==> src/rtl/mcfg_pkg.sv <==
package mcfg_pkg;
  localparam int ADDR_W     = 4;
  localparam int DATA_W     = 8;
  localparam int SV_W       = 3;
  localparam int WORD_W     = SV_W + DATA_W + ADDR_W + 1;
  localparam int FRAME_W    = WORD_W + 2;
  localparam int HALVES     = 2 * FRAME_W;
  localparam int HIDX_W     = $clog2(HALVES);
  localparam logic [SV_W-1:0] STATE_VEC = 3'b101;
  // frame bit 0 is sent first: start pattern 1 then 0
  localparam logic [1:0] START_PAT = 2'b01;

  function automatic logic [FRAME_W-1:0] build_frame(
    input logic [ADDR_W-1:0] addr,
    input logic [DATA_W-1:0] data
  );
    logic [WORD_W-2:0] body;
    body = {addr, data, STATE_VEC};
    return {^body, body, START_PAT};
  endfunction

  // level of half-bit h: first half carries the bit, second its inverse
  function automatic logic half_level(
    input logic [FRAME_W-1:0] frame,
    input logic [HIDX_W-1:0]  h
  );
    logic b;
    b = frame[h[HIDX_W-1:1]];
    return h[0] ? ~b : b;
  endfunction
endpackage

==> src/rtl/mcfg_tick.sv <==
module mcfg_tick #(
  parameter int DIV_W = 8
) (
  input  logic             clk,
  input  logic             rst,
  input  logic             clear,
  input  logic             en,
  input  logic [DIV_W-1:0] div,
  output logic             tick
);
  logic [DIV_W-1:0] cnt;

  assign tick = en && (cnt == div);

  always_ff @(posedge clk) begin
    if (rst) begin
      cnt <= '0;
    end else if (clear || tick) begin
      cnt <= '0;
    end else if (en) begin
      cnt <= cnt + 1'b1;
    end
  end

  a_r8_count_in_range: assert property (@(posedge clk) disable iff (rst)
    en |-> (cnt <= div));
endmodule

==> src/rtl/mcfg_seq.sv <==
module mcfg_seq
  import mcfg_pkg::*;
#(
  parameter int DIV_W = 8
) (
  input  logic              clk,
  input  logic              rst,
  input  logic              accept,
  input  logic [ADDR_W-1:0] addr,
  input  logic [DATA_W-1:0] data,
  input  logic [DIV_W-1:0]  div_in,
  input  logic              tick,
  output logic [DIV_W-1:0]  div_q,
  output logic              busy,
  output logic              line_out,
  output logic              done
);
  localparam logic [HIDX_W-1:0] LAST_HALF = HIDX_W'(HALVES - 1);

  logic [FRAME_W-1:0] frame_q;
  logic [HIDX_W-1:0]  hidx;
  logic [HIDX_W-1:0]  hnext;

  assign hnext = hidx + 1'b1;

  always_ff @(posedge clk) begin
    if (rst) begin
      frame_q  <= '0;
      div_q    <= '0;
      hidx     <= '0;
      busy     <= 1'b0;
      line_out <= 1'b0;
      done     <= 1'b0;
    end else begin
      done <= 1'b0;
      if (accept) begin
        frame_q  <= build_frame(addr, data);
        div_q    <= div_in;
        hidx     <= '0;
        busy     <= 1'b1;
        line_out <= START_PAT[0];
      end else if (busy && tick) begin
        if (hidx == LAST_HALF) begin
          hidx     <= '0;
          busy     <= 1'b0;
          line_out <= 1'b0;
          done     <= 1'b1;
        end else begin
          hidx     <= hnext;
          line_out <= half_level(frame_q, hnext);
        end
      end
    end
  end

  a_r1_idle_low: assert property (@(posedge clk) disable iff (rst)
    !busy |-> !line_out);
  a_r3_start_high: assert property (@(posedge clk) disable iff (rst)
    $rose(busy) |-> line_out);
  a_r2_frame_held: assert property (@(posedge clk) disable iff (rst)
    (busy && $past(busy)) |-> ($stable(frame_q) && $stable(div_q)));
  a_r9_done_single: assert property (@(posedge clk) disable iff (rst)
    done |=> !done);
  a_r9_done_after_busy: assert property (@(posedge clk) disable iff (rst)
    done |-> ($past(busy) && !line_out));
endmodule

==> src/rtl/mcfg_tx.sv <==
module mcfg_tx
  import mcfg_pkg::*;
#(
  parameter int HDIV_W = 8
) (
  input  logic              clk,
  input  logic              rst,
  input  logic [HDIV_W-1:0] half_div,
  input  logic              req_valid,
  output logic              req_ready,
  input  logic [ADDR_W-1:0] req_addr,
  input  logic [DATA_W-1:0] req_data,
  output logic              line_out,
  output logic              busy,
  output logic              done
);
  logic              accept;
  logic              tick;
  logic [HDIV_W-1:0] div_q;

  assign req_ready = ~busy;
  assign accept    = req_valid && ~busy;

  mcfg_tick #(.DIV_W(HDIV_W)) u_tick (
    .clk   (clk),
    .rst   (rst),
    .clear (accept),
    .en    (busy),
    .div   (div_q),
    .tick  (tick)
  );

  mcfg_seq #(.DIV_W(HDIV_W)) u_seq (
    .clk      (clk),
    .rst      (rst),
    .accept   (accept),
    .addr     (req_addr),
    .data     (req_data),
    .div_in   (half_div),
    .tick     (tick),
    .div_q    (div_q),
    .busy     (busy),
    .line_out (line_out),
    .done     (done)
  );

  a_r2_ready_when_idle: assert property (@(posedge clk) disable iff (rst)
    (req_valid && req_ready) |=> busy);
endmodule

==> config.mk <==
export PLATFORM = sky130hd
export DESIGN_NAME = mcfg_tx
export DESIGN_NICKNAME = d
export VERILOG_FILES = /design/src/rtl/mcfg_pkg.sv /design/src/rtl/mcfg_tick.sv /design/src/rtl/mcfg_seq.sv /design/src/rtl/mcfg_tx.sv
export SDC_FILE = /design/constraint.sdc
export NUM_CORES = 1
export LEC_CHECK = 0
export CORE_MARGIN = 3
export CORE_UTILIZATION = 58
export CTS_CLUSTER_SIZE = 16
export DETAILED_ROUTE_END_ITERATION = 16
export GPL_ROUTABILITY_DRIVEN = 0
export HOLD_SLACK_MARGIN = 0.08
export PLACE_DENSITY = 0.94
export SLEW_MARGIN = 20
export SYNTH_ARGS = -nofsm -noshare
export SYNTH_HDL_FRONTEND = slang
export SYNTH_SLANG_ARGS = --single-unit
export TNS_END_PERCENT = 1
==> constraint.sdc <==
create_clock -name clk -period 3.71 [get_ports clk]
set_input_delay 0.371 -clock clk [delete_from_list [all_inputs] [get_ports clk]]
set_output_delay 0.371 -clock clk [all_outputs]
set_load 0.02 [all_outputs]
# --- Yosys cells after proc, flatten, opt, wreduce, memory -nomap -nowiden ---
# Cells that the tools add are included.
word_totals:
  ff_bits: 41
  inputBits: 23
  out_inout_bits: 4
  elab_cells: 37
classes:
  add_sub_neg: 2
  order_cmp: 1
  n_eq_ne: 2
  n_mux: 11
  bitwise: 3
  reduce_logical: 11
op_table:
  columns: ["cell", "count"]
  rows:
  - ["parity 15 bit", 1]
  - ["two-way mux 1 bit", 9]
  - ["adder 8 x 1 -> 8 bit, second input constant", 1]
  - ["== test 8 bit", 1]
  - ["adder 6 x 1 -> 6 bit, second input constant", 1]
  - ["== test 6 bit, second input constant", 1]
  - ["less-than comparator 5 x 6 -> 1 bit, second input constant", 1]
  - ["two-way mux 6 bit", 1]
  - ["binary-select mux 1 bit (select 5 bit)", 1]
  - ["nonzero test 2 bit", 2]
  - ["OR reduction 2 bit", 2]
  - ["logical AND 1 bit", 3]
  - ["inverter 1 bit", 3]
  - ["OR reduction 3 bit", 1]
  - ["AND reduction 2 bit", 1]
  - ["logical OR 1 bit", 1]

# --- Logic depth before layout (Yosys ltp) ---
# Gate-level depths: netlist (run 1).
depth:
  depth_word: 8
  depth_mapped: 8
  ltp_nobuf: 7

# --- Hierarchy ---
# Synthesis (run 1) repeated with hierarchy kept, for this count alone.
hier_totals:
  cells_unflattened: 223
  hier_area_um2: 2031.9
modules_own_cells:
  columns: ["module", "instances", "cells_per_inst", "area_per_inst_um2", "seq_area_each_um2"]
  rows:
  - ["mcfg_seq", 1, 172, 1587.8, 620.6]
  - ["mcfg_tick", 1, 49, 434.2, 160.2]
  - ["mcfg_tx", 1, 2, 10.0, 0.0]

# --- Worst setup path after synthesis (run 1) ---
# Ideal clock, no wire load.
synth_timing:
  path_type: "flip-flop to flip-flop"
  start: "register u_seq.hidx[0]"
  end: "register u_seq.line_out"
  setup_time_ns: 0.127
  arrival_ns: 1.761
  required_time_ns: 3.583
  setup_slack_ns: 1.821
  stages_incl_launch_ff: 8
  n_path_buf: 1
  synth_period_minus_slack_ns: 1.889
  cell_sequence: "dfxtp_1 > ha_1 > buf_6 > mux4_1 > mux2i_1 > a2111oi_1 > mux2i_1 > o211ai_1"
synth_via:
  elab_chain_len: 8
  elab_cells_between_ends: 9
  classes_between: "add/sub: 1; eq/ne: 1; mux: 6; bitwise: 1"
synth_lines:
  columns: ["item", "line_no", "text"]
  rows:
  - ["from (decl)", "mcfg_seq.sv:21", "logic [HIDX_W-1:0] hidx;"]
  - ["from (signal assigned)", "mcfg_seq.sv:49", "hidx <= hnext;"]
  - ["adder 6 x 1 -> 6 bit", "mcfg_seq.sv:24", "assign hnext = hidx + 1'b1;"]
  - ["binary-select mux 1 bit (select 5 bit)", "mcfg_pkg.sv:28", "b = frame[h[HIDX_W-1:1]];"]
  - ["two-way mux 1 bit (implied by the code)", "mcfg_pkg.sv:28", null]
  - ["inverter 1 bit", "mcfg_pkg.sv:29", "return h[0] ? ~b : b;"]
  - ["two-way mux 1 bit", "mcfg_pkg.sv:29", null]
  - ["two-way mux 1 bit *", "mcfg_seq.sv:43", "if (hidx == LAST_HALF) begin"]
  - ["two-way mux 1 bit *", "mcfg_seq.sv:42", "end else if (busy && tick) begin"]
  - ["two-way mux 1 bit *", "mcfg_seq.sv:36", "if (accept) begin"]
  - ["to (signal assigned)", "mcfg_seq.sv:41", "line_out <= START_PAT[0];"]
  - ["to (signal assigned)", "mcfg_seq.sv:50", "line_out <= half_level(frame_q, hnext);"]
  - ["to (decl)", "mcfg_seq.sv:15", "output logic line_out,"]
# Mark *: on every way between the ends. The rest lies on a longest branch, timed or not. The select of a mux whose other input is x is not followed.
# A chain may end at the register's enable or synchronous reset.

# --- Worst setup path after layout (run 1) ---
layout_timing:
  start: "register u_tick.cnt[0]"
  end: "register u_seq.hidx[2]"
layout_via:
  elab_chain_len: 3
layout_lines:
  columns: ["item", "line_no", "text"]
  rows:
  - ["from (decl)", "mcfg_tick.sv:11", "logic [DIV_W-1:0] cnt;"]
  - ["from (signal assigned)", "mcfg_tick.sv:21", "cnt <= cnt + 1'b1;"]
  - ["== test 8 bit", "mcfg_tick.sv:13", "assign tick = en && (cnt == div);"]
  - ["logical AND 1 bit", "mcfg_tick.sv:13", null]
  - ["logical AND 1 bit", "mcfg_seq.sv:42", null]
# No other way between the ends.

==> results of run 1 <==
## worst max-delay path by stage
stage                               start                          end  slack (ns)  cells after the start
6_report       u_tick.cnt[0]$_SDFFE_PP0P_   u_seq.hidx[2]$_SDFFE_PP0P_        1.53                      5
5_1_grt        u_tick.cnt[0]$_SDFFE_PP0P_  u_seq.line_out$_SDFFE_PP0P_        1.35                      6
4_1_cts        u_tick.cnt[0]$_SDFFE_PP0P_   u_seq.hidx[2]$_SDFFE_PP0P_        1.53                      5
3_5_place_dp                    req_valid   u_tick.cnt[2]$_SDFFE_PP0P_        1.48                      6
3_3_place_gp                    req_valid   u_tick.cnt[5]$_SDFFE_PP0P_        1.60                      6
2_1_floorplan  u_seq.hidx[0]$_SDFFE_PP0P_  u_seq.line_out$_SDFFE_PP0P_        1.82                      7
## layer usage
layer | vias to the layer above | GRT usage, %
met2 | 38 | 32.5
met1 | 725 | 23.9
met5 | - | 0
met4 | 0 | 9.43
li1 | 792 | -
met3 | 9 | 5.70
## worst register-to-register path, stage by stage (launching register included)
cell	delay, ns
dfxtp_1	0.38
xor2_1	0.16
nor4_1	0.28
nand4_1	0.49
or4_1	0.64
a21oi_1	0.17
## report_power, final
group          internal [W]  total, W  switching, W
Combinational     0.0000667  0.000128     0.0000614
Clock             0.0000705  0.000208      0.000138
Sequential         0.000437  0.000451     0.0000137
## registers in the layout, indices dropped and copies added, names as in the netlist
| signal | count |
|---|---|
| u_seq.hidx | 6 |
| u_seq.done | 1 |
| u_tick.cnt | 8 |
| u_seq.line_out | 1 |
| u_seq.frame_q | 14 |
| u_seq.div_q | 8 |
| u_seq.busy | 1 |
## kinds of logic (layout without fill, tap and decap cells)
kind of cell,Yosys count,in the layout,share of synthesized area (%)
xor gates and xnor gates,32,32,15.0
buffers and inverters,17,39,5.59
AOI/OAI and AO/OA,33,33,9.43
adders and majority gates,2,2,1.30
DFF,39,39,40.6
and+or+nand+nor,93,93,22.0
muxes,7,7,6.18
## stage by stage
step | cells | instance area [um2] | hold slack [ns] | setup slack (ns) | util, %
floorplan | 223 | 1920 | 0.429 | 1.82 | -
finish | 289 | 2210 | 0.459 | 1.53 | 71.3
global route | 289 | 2210 | 0.485 | 1.35 | 71.3
CTS | 289 | 2210 | 0.460 | 1.53 | 71.3
detailed placement | 281 | 2160 | 0.445 | 1.48 | 69.6
global placement | 281 | 2160 | 0.439 | 1.60 | 69.6
## layout make-up
type	count	area, um2	area share [%]
clock inverters	3	15.0	0.679
repair buffers	28	275	12.5
well taps	44	55.1	2.49
flip-flops and latches	39	781	35.3
inverters	3	11.3	0.509
clock buffers	5	37.5	1.70
multi-input cells	167	1040	46.9
## layout by cell type, fill, tap and decap left out, drive strengths merged, types with 2 or more instances in the layout
cell type      Yosys  layout
clkdlybuf4s50      0      26
mux4               3       3
a31oi              2       2
nand4              3       3
dfxtp             39      39
nor2b              3       3
o21ai              2       2
nand2b             2       2
clkinv             0       3
nand3              4       4
ha                 2       2
buf                3       2
clkbuf            11       5
xor2              17      17
xnor2             15      15
nor4               3       3
nor2              19      19
inv                3       3
mux2i              4       4
or2b               2       2
a21oi             25      25
nor3               6       6
nand2             45      45
==> results.toml, run 1 <==
[floorplan]
dieArea_mm2 = 0.00404
die_x_um = 63.6
num_io_pins = 27
placementRows = 20
die_y_um = 63.6
coreArea_mm2 = 0.00310
start_util_pct = 62.0

[synth]
syn_area_per_cell_um2 = 8.63
seq_area_frac_synth_pct = 40.6
async_flop_share_pct = 0
synth_top_area_share_pct = 40.6
synth_edf_count = 0
synth_flop_cell = "dfxtp_1"
yosys_warnings = 0
synth_largest_area_cell = "dfxtp_1"
syn_inst = 223
ys_top_cells_by_area = "dfxtp_1 41%, nand2_1 8.8%, xor2_1 7.3%"
syn_area_mm2 = 0.00192
synth_cell_type_count = 36
synth_most_common_cell = "nand2_1"
synth_fp_nets = 248
yosys_register_bits = 39
synth_common_cells = "45 x nand2_1, 39 x dfxtp_1, 25 x a21oi_1"

[worst_hold_path]
min_from = "u_seq.frame_q[10]$_SDFFE_PP0P_"
min_to = "u_seq.frame_q[10]$_SDFFE_PP0P_"
holdPathStages = 2
hold_class = "reg2reg"

[global_routing]
grt_max_degree = 29
grt_usage_pct = 19.9
overflow = 0
grt_pass1_vias = 1488
grt_pass1_wl_um = 6340
antenna_found_initial = 0

[cells_and_area]
syn_to_final_growth_pct = 14.9
diodes = 0
drive_gt1_share_pct = 5.71
nets = 269
fillers = 260

[run_status]
status = "complete, no violations"

[critical_path]
path_class = "reg2reg"
r2r-start = "u_tick.cnt[0]$_SDFFE_PP0P_"
crit_chain = "xor2_1 > nor4_1 > nand4_1 > or4_1 > a21oi_1"
start_kind = "flip-flop"
critical_path_required_ns = 3.99
critPathMaxFanout = 15
critPathSlowestCell = "or4_1"
timing.rr.end = "u_seq.hidx[2]$_SDFFE_PP0P_"
worstSetupEndpointType = "flip-flop"
worst-path-buf-inv = 0
cp.arrival_ns = 2.46
cpLargestDelayFamily = "simple AND/OR/NAND/NOR gates"
rr_worst_depth = 5
cpPeakStageDelay_ns = 0.64
r2r_slack_ns = 1.53

[cts]
clk_pin_slew_ns = 0.11
cts-resized-gates = 0
htree_levels = 2
cts_hold_buffers = 0
clockBufferDepth = 2
root_buffer = "clkbuf_4"
cts_made_buffers = 5
cts_setup_buffers = 0
cts_tree = "built"
clkSinkCount = 39
clk_latency_ns = 0.35

[sta]
skew_ns = 0.00767
relSlewSlack_pct = 38.2
fin_crit_ns = 2.18
fin_setup_tns_ns = 0
fmax_mhz = 458
worst_pin_slew_ns = 0.919
setup-violations-final = 0
fin_crit_sh_pct = 58.8
hold_viol = 0
rsz0062_at_grt = "no"
timing.final.max_slew_violations = 0

[pwr]
cellPowerDensity_mw_per_mm2 = 356
p_total_w = 0.000787
power.static_leakage_nw = 0.826
ir_drop_v = 0.000252

[detailed_routing]
drt-vias-per-instance = 5.41
drt-initial-drc-count = 87
drc_errors = 0
wl_per_cell_um = 12.8
wl_met3_um = 153
firstDrtPassIters = 4
drt-met1-wl_um = 1630
ant_nets = 0
highest_layer = "met4"
wl_met2_um = 1860
wl_um = 3710
num_vias = 1564

[placement]
portBuffers = 26
hpwl_um = 2770

[job]
cap_violations = 0
(Power assumes the default switching activity.)
==> inputs of run 2 (changes only) <==
--- a/config.mk
+++ b/config.mk
@@ -6,12 +6,12 @@
 export NUM_CORES = 1
 export LEC_CHECK = 0
 export CORE_MARGIN = 3
-export CORE_UTILIZATION = 58
+export CORE_UTILIZATION = 54
 export CTS_CLUSTER_SIZE = 16
 export DETAILED_ROUTE_END_ITERATION = 16
 export GPL_ROUTABILITY_DRIVEN = 0
 export HOLD_SLACK_MARGIN = 0.08
-export PLACE_DENSITY = 0.94
+export PLACE_DENSITY = 0.89
 export SLEW_MARGIN = 20
 export SYNTH_ARGS = -nofsm -noshare
 export SYNTH_HDL_FRONTEND = slang
==> constraint.sdc (replaced) <==
create_clock -name clk -period 2.2 [get_ports clk]
set_input_delay 0.22 -clock clk [delete_from_list [all_inputs] [get_ports clk]]
set_output_delay 0.22 -clock clk [all_outputs]
set_load 0.02 [all_outputs]
==> run 2 against run 1 <==
Against the previous run: via count grew 1.4%; cell count increased by 3.1%; global-route usage fell by 0.060 points; setup slack got worse by 1.4 ns; routed wire length grew 6.0%; first-iteration DRC count increased by 15%; cell area grew 3.8%; critical endpoint is now u_seq.line_out$_SDFFE_PP0P_; highest routed layer unchanged; core utilization down 3.5 points; fmax is 6.3% higher.
==> results.toml, run 2 (synthesis results as in run 1) <==
[pwr]
power.static_leakage_nw = 0.857
cellPowerDensity_mw_per_mm2 = 617
ir_drop_v = 0.000443
p_total_w = 0.00142

[worst_hold_path]
holdPathStages = 3
min_to = "u_seq.div_q[6]$_SDFFE_PP0P_"
min_from = "half_div[6]"
hold_class = "in2reg"

[floorplan]
die_x_um = 65.7
start_util_pct = 56.8
coreArea_mm2 = 0.00339
placementRows = 21
num_io_pins = 27
dieArea_mm2 = 0.00432
die_y_um = 65.7

[cts]
cts_made_buffers = 5
cts_tree = "built"
clk_latency_ns = 0.35
clkSinkCount = 39
clockBufferDepth = 2
htree_levels = 2
clk_pin_slew_ns = 0.11
root_buffer = "clkbuf_4"
cts_hold_buffers = 0

[sta]
hold_viol = 0
fmax_mhz = 487
rsz0062_at_grt = "no"
timing.final.max_slew_violations = 0
fin_crit_ns = 2.05
fin_crit_sh_pct = 93.4
skew_ns = 0.00497
fin_setup_tns_ns = 0
holdWs_ns = 0.413
relSlewSlack_pct = 54.9
worst_pin_slew_ns = 0.676
setup-violations-final = 0

[critical_path]
cpPeakStageDelay_ns = 0.59
cpLargestDelayFamily = "multiplexers"
critPathMaxFanout = 6
r2r-start = "u_seq.hidx[0]$_SDFFE_PP0P_"
critical_path_required_ns = 2.44
start_kind = "flip-flop"
path_class = "reg2reg"
critPathSlowestCell = "mux4_1"
rr_worst_depth = 6
timing.rr.end = "u_seq.line_out$_SDFFE_PP0P_"
crit_chain = "ha_1 > mux4_1 > mux2i_2 > a2111oi_2 > mux2i_1 > o211ai_1"
worst-path-buf-inv = 0
r2r_slack_ns = 0.15
cp.arrival_ns = 2.29
worstSetupEndpointType = "flip-flop"

[global_routing]
grt_max_degree = 25
overflow = 0
grt_usage_pct = 19.8
grt_pass1_wl_um = 6520
grt_pass1_vias = 1513
antenna_found_initial = 0

[run_status]
status = "complete, no violations"

[detailed_routing]
drt-initial-drc-count = 100
wl_per_cell_um = 13.2
firstDrtPassIters = 4
ant_nets = 0
drc_errors = 0
num_vias = 1586
wl_um = 3930
drt-vias-per-instance = 5.32

[cells_and_area]
syn_to_final_growth_pct = 19.2
drive_gt1_share_pct = 9.13
nets = 276
reg_top3 = "u_seq.frame_q (14), u_seq.div_q (8), u_tick.cnt (8)"
final_common_cell = "nand2_1"
largest_reg_flops = 14
layout_common_cells = "45 x nand2_1, 39 x dfxtp_1, 26 x clkdlybuf4s50_1, 25 x a21oi_1, 19 x nor2_1"
diodes = 0
regMostFlops = "u_seq.frame_q"

[placement]
hpwl_um = 2890
portBuffers = 26

[job]
cap_violations = 0
-- run 2: cell type report --
cell class,instances,area [um2]
Sequential cell,39,781
Timing Repair Buffer,35,328
Tap cell,46,57.6
Clock buffer,7,65.1
Multi-Input combinational cell,167,1040
Clock inverter,1,7.51
Fill cell,279,1090
Inverter,3,11.3
-- run 2: worst register-to-register path: cells and delay by family (launching register included) --
kind,cells,cell delay (ns)
compound gates,2,0.20
flops,1,0.37
fa+ha+maj,1,0.42
mux,3,0.96
-- run 2: worst max-delay path by stage --
stage,from,end,slack (ns),depth (start not counted)
floorplan,u_seq.hidx[0]$_SDFFE_PP0P_,u_seq.line_out$_SDFFE_PP0P_,0.31,7
global placement,u_seq.hidx[0]$_SDFFE_PP0P_,u_seq.line_out$_SDFFE_PP0P_,0.24,6
detailed placement,u_tick.cnt[0]$_SDFFE_PP0P_,u_seq.hidx[2]$_SDFFE_PP0P_,0.14,5
CTS,u_tick.cnt[0]$_SDFFE_PP0P_,u_seq.hidx[2]$_SDFFE_PP0P_,0.1,5
global route,u_seq.hidx[0]$_SDFFE_PP0P_,u_seq.line_out$_SDFFE_PP0P_,0.01,6
finish,u_seq.hidx[0]$_SDFFE_PP0P_,u_seq.line_out$_SDFFE_PP0P_,0.15,6
-- run 2: per-layer routing --
layer | GRT usage (%) | share of wire [%] | wire length, um | vias up
li1 | - | - | - | 804
met2 | 32.7 | 49 | 1930 | 40
met4 | 10.1 | 2.5 | 97 | 0
met3 | 3.93 | 4.5 | 175 | 8
met5 | 0 | 0 | 0 | -
met1 | 24.3 | 44 | 1720 | 734
-- run 2: power by group --
part	switching, W	total [W]	internal, W	leakage, nW
clock	0.000233	0.000420	0.000187	0.0375
sequential	0.0000224	0.000760	0.000737	0.319
combinational	0.000114	0.000236	0.000122	0.501
total	0.000370	0.00142	0.00105	0.857
-- run 2: per-stage QoR --
stage / area (um2) / std cells / worst slack, ns / util (%)
after CTS: 2280 / 297 / 0.0964 / 67.2
final: 2290 / 298 / 0.146 / 67.7
after global placement: 2210 / 289 / 0.236 / 65.1
after global routing: 2290 / 298 / 0.0103 / 67.7
after floorplan: 1920 / 223 / 0.311 / -
after detailed placement: 2210 / 289 / 0.136 / 65.1
-- run 2: repair_timing --
| action | in CTS | in global routing |
|---|---|---|
| buffers inserted | 0 | 1 |
| setup endpoints to repair | 0 | 8 |
| gates resized for setup | 0 | 2 |
| endpoints found under the hold margin | 0 | 0 |
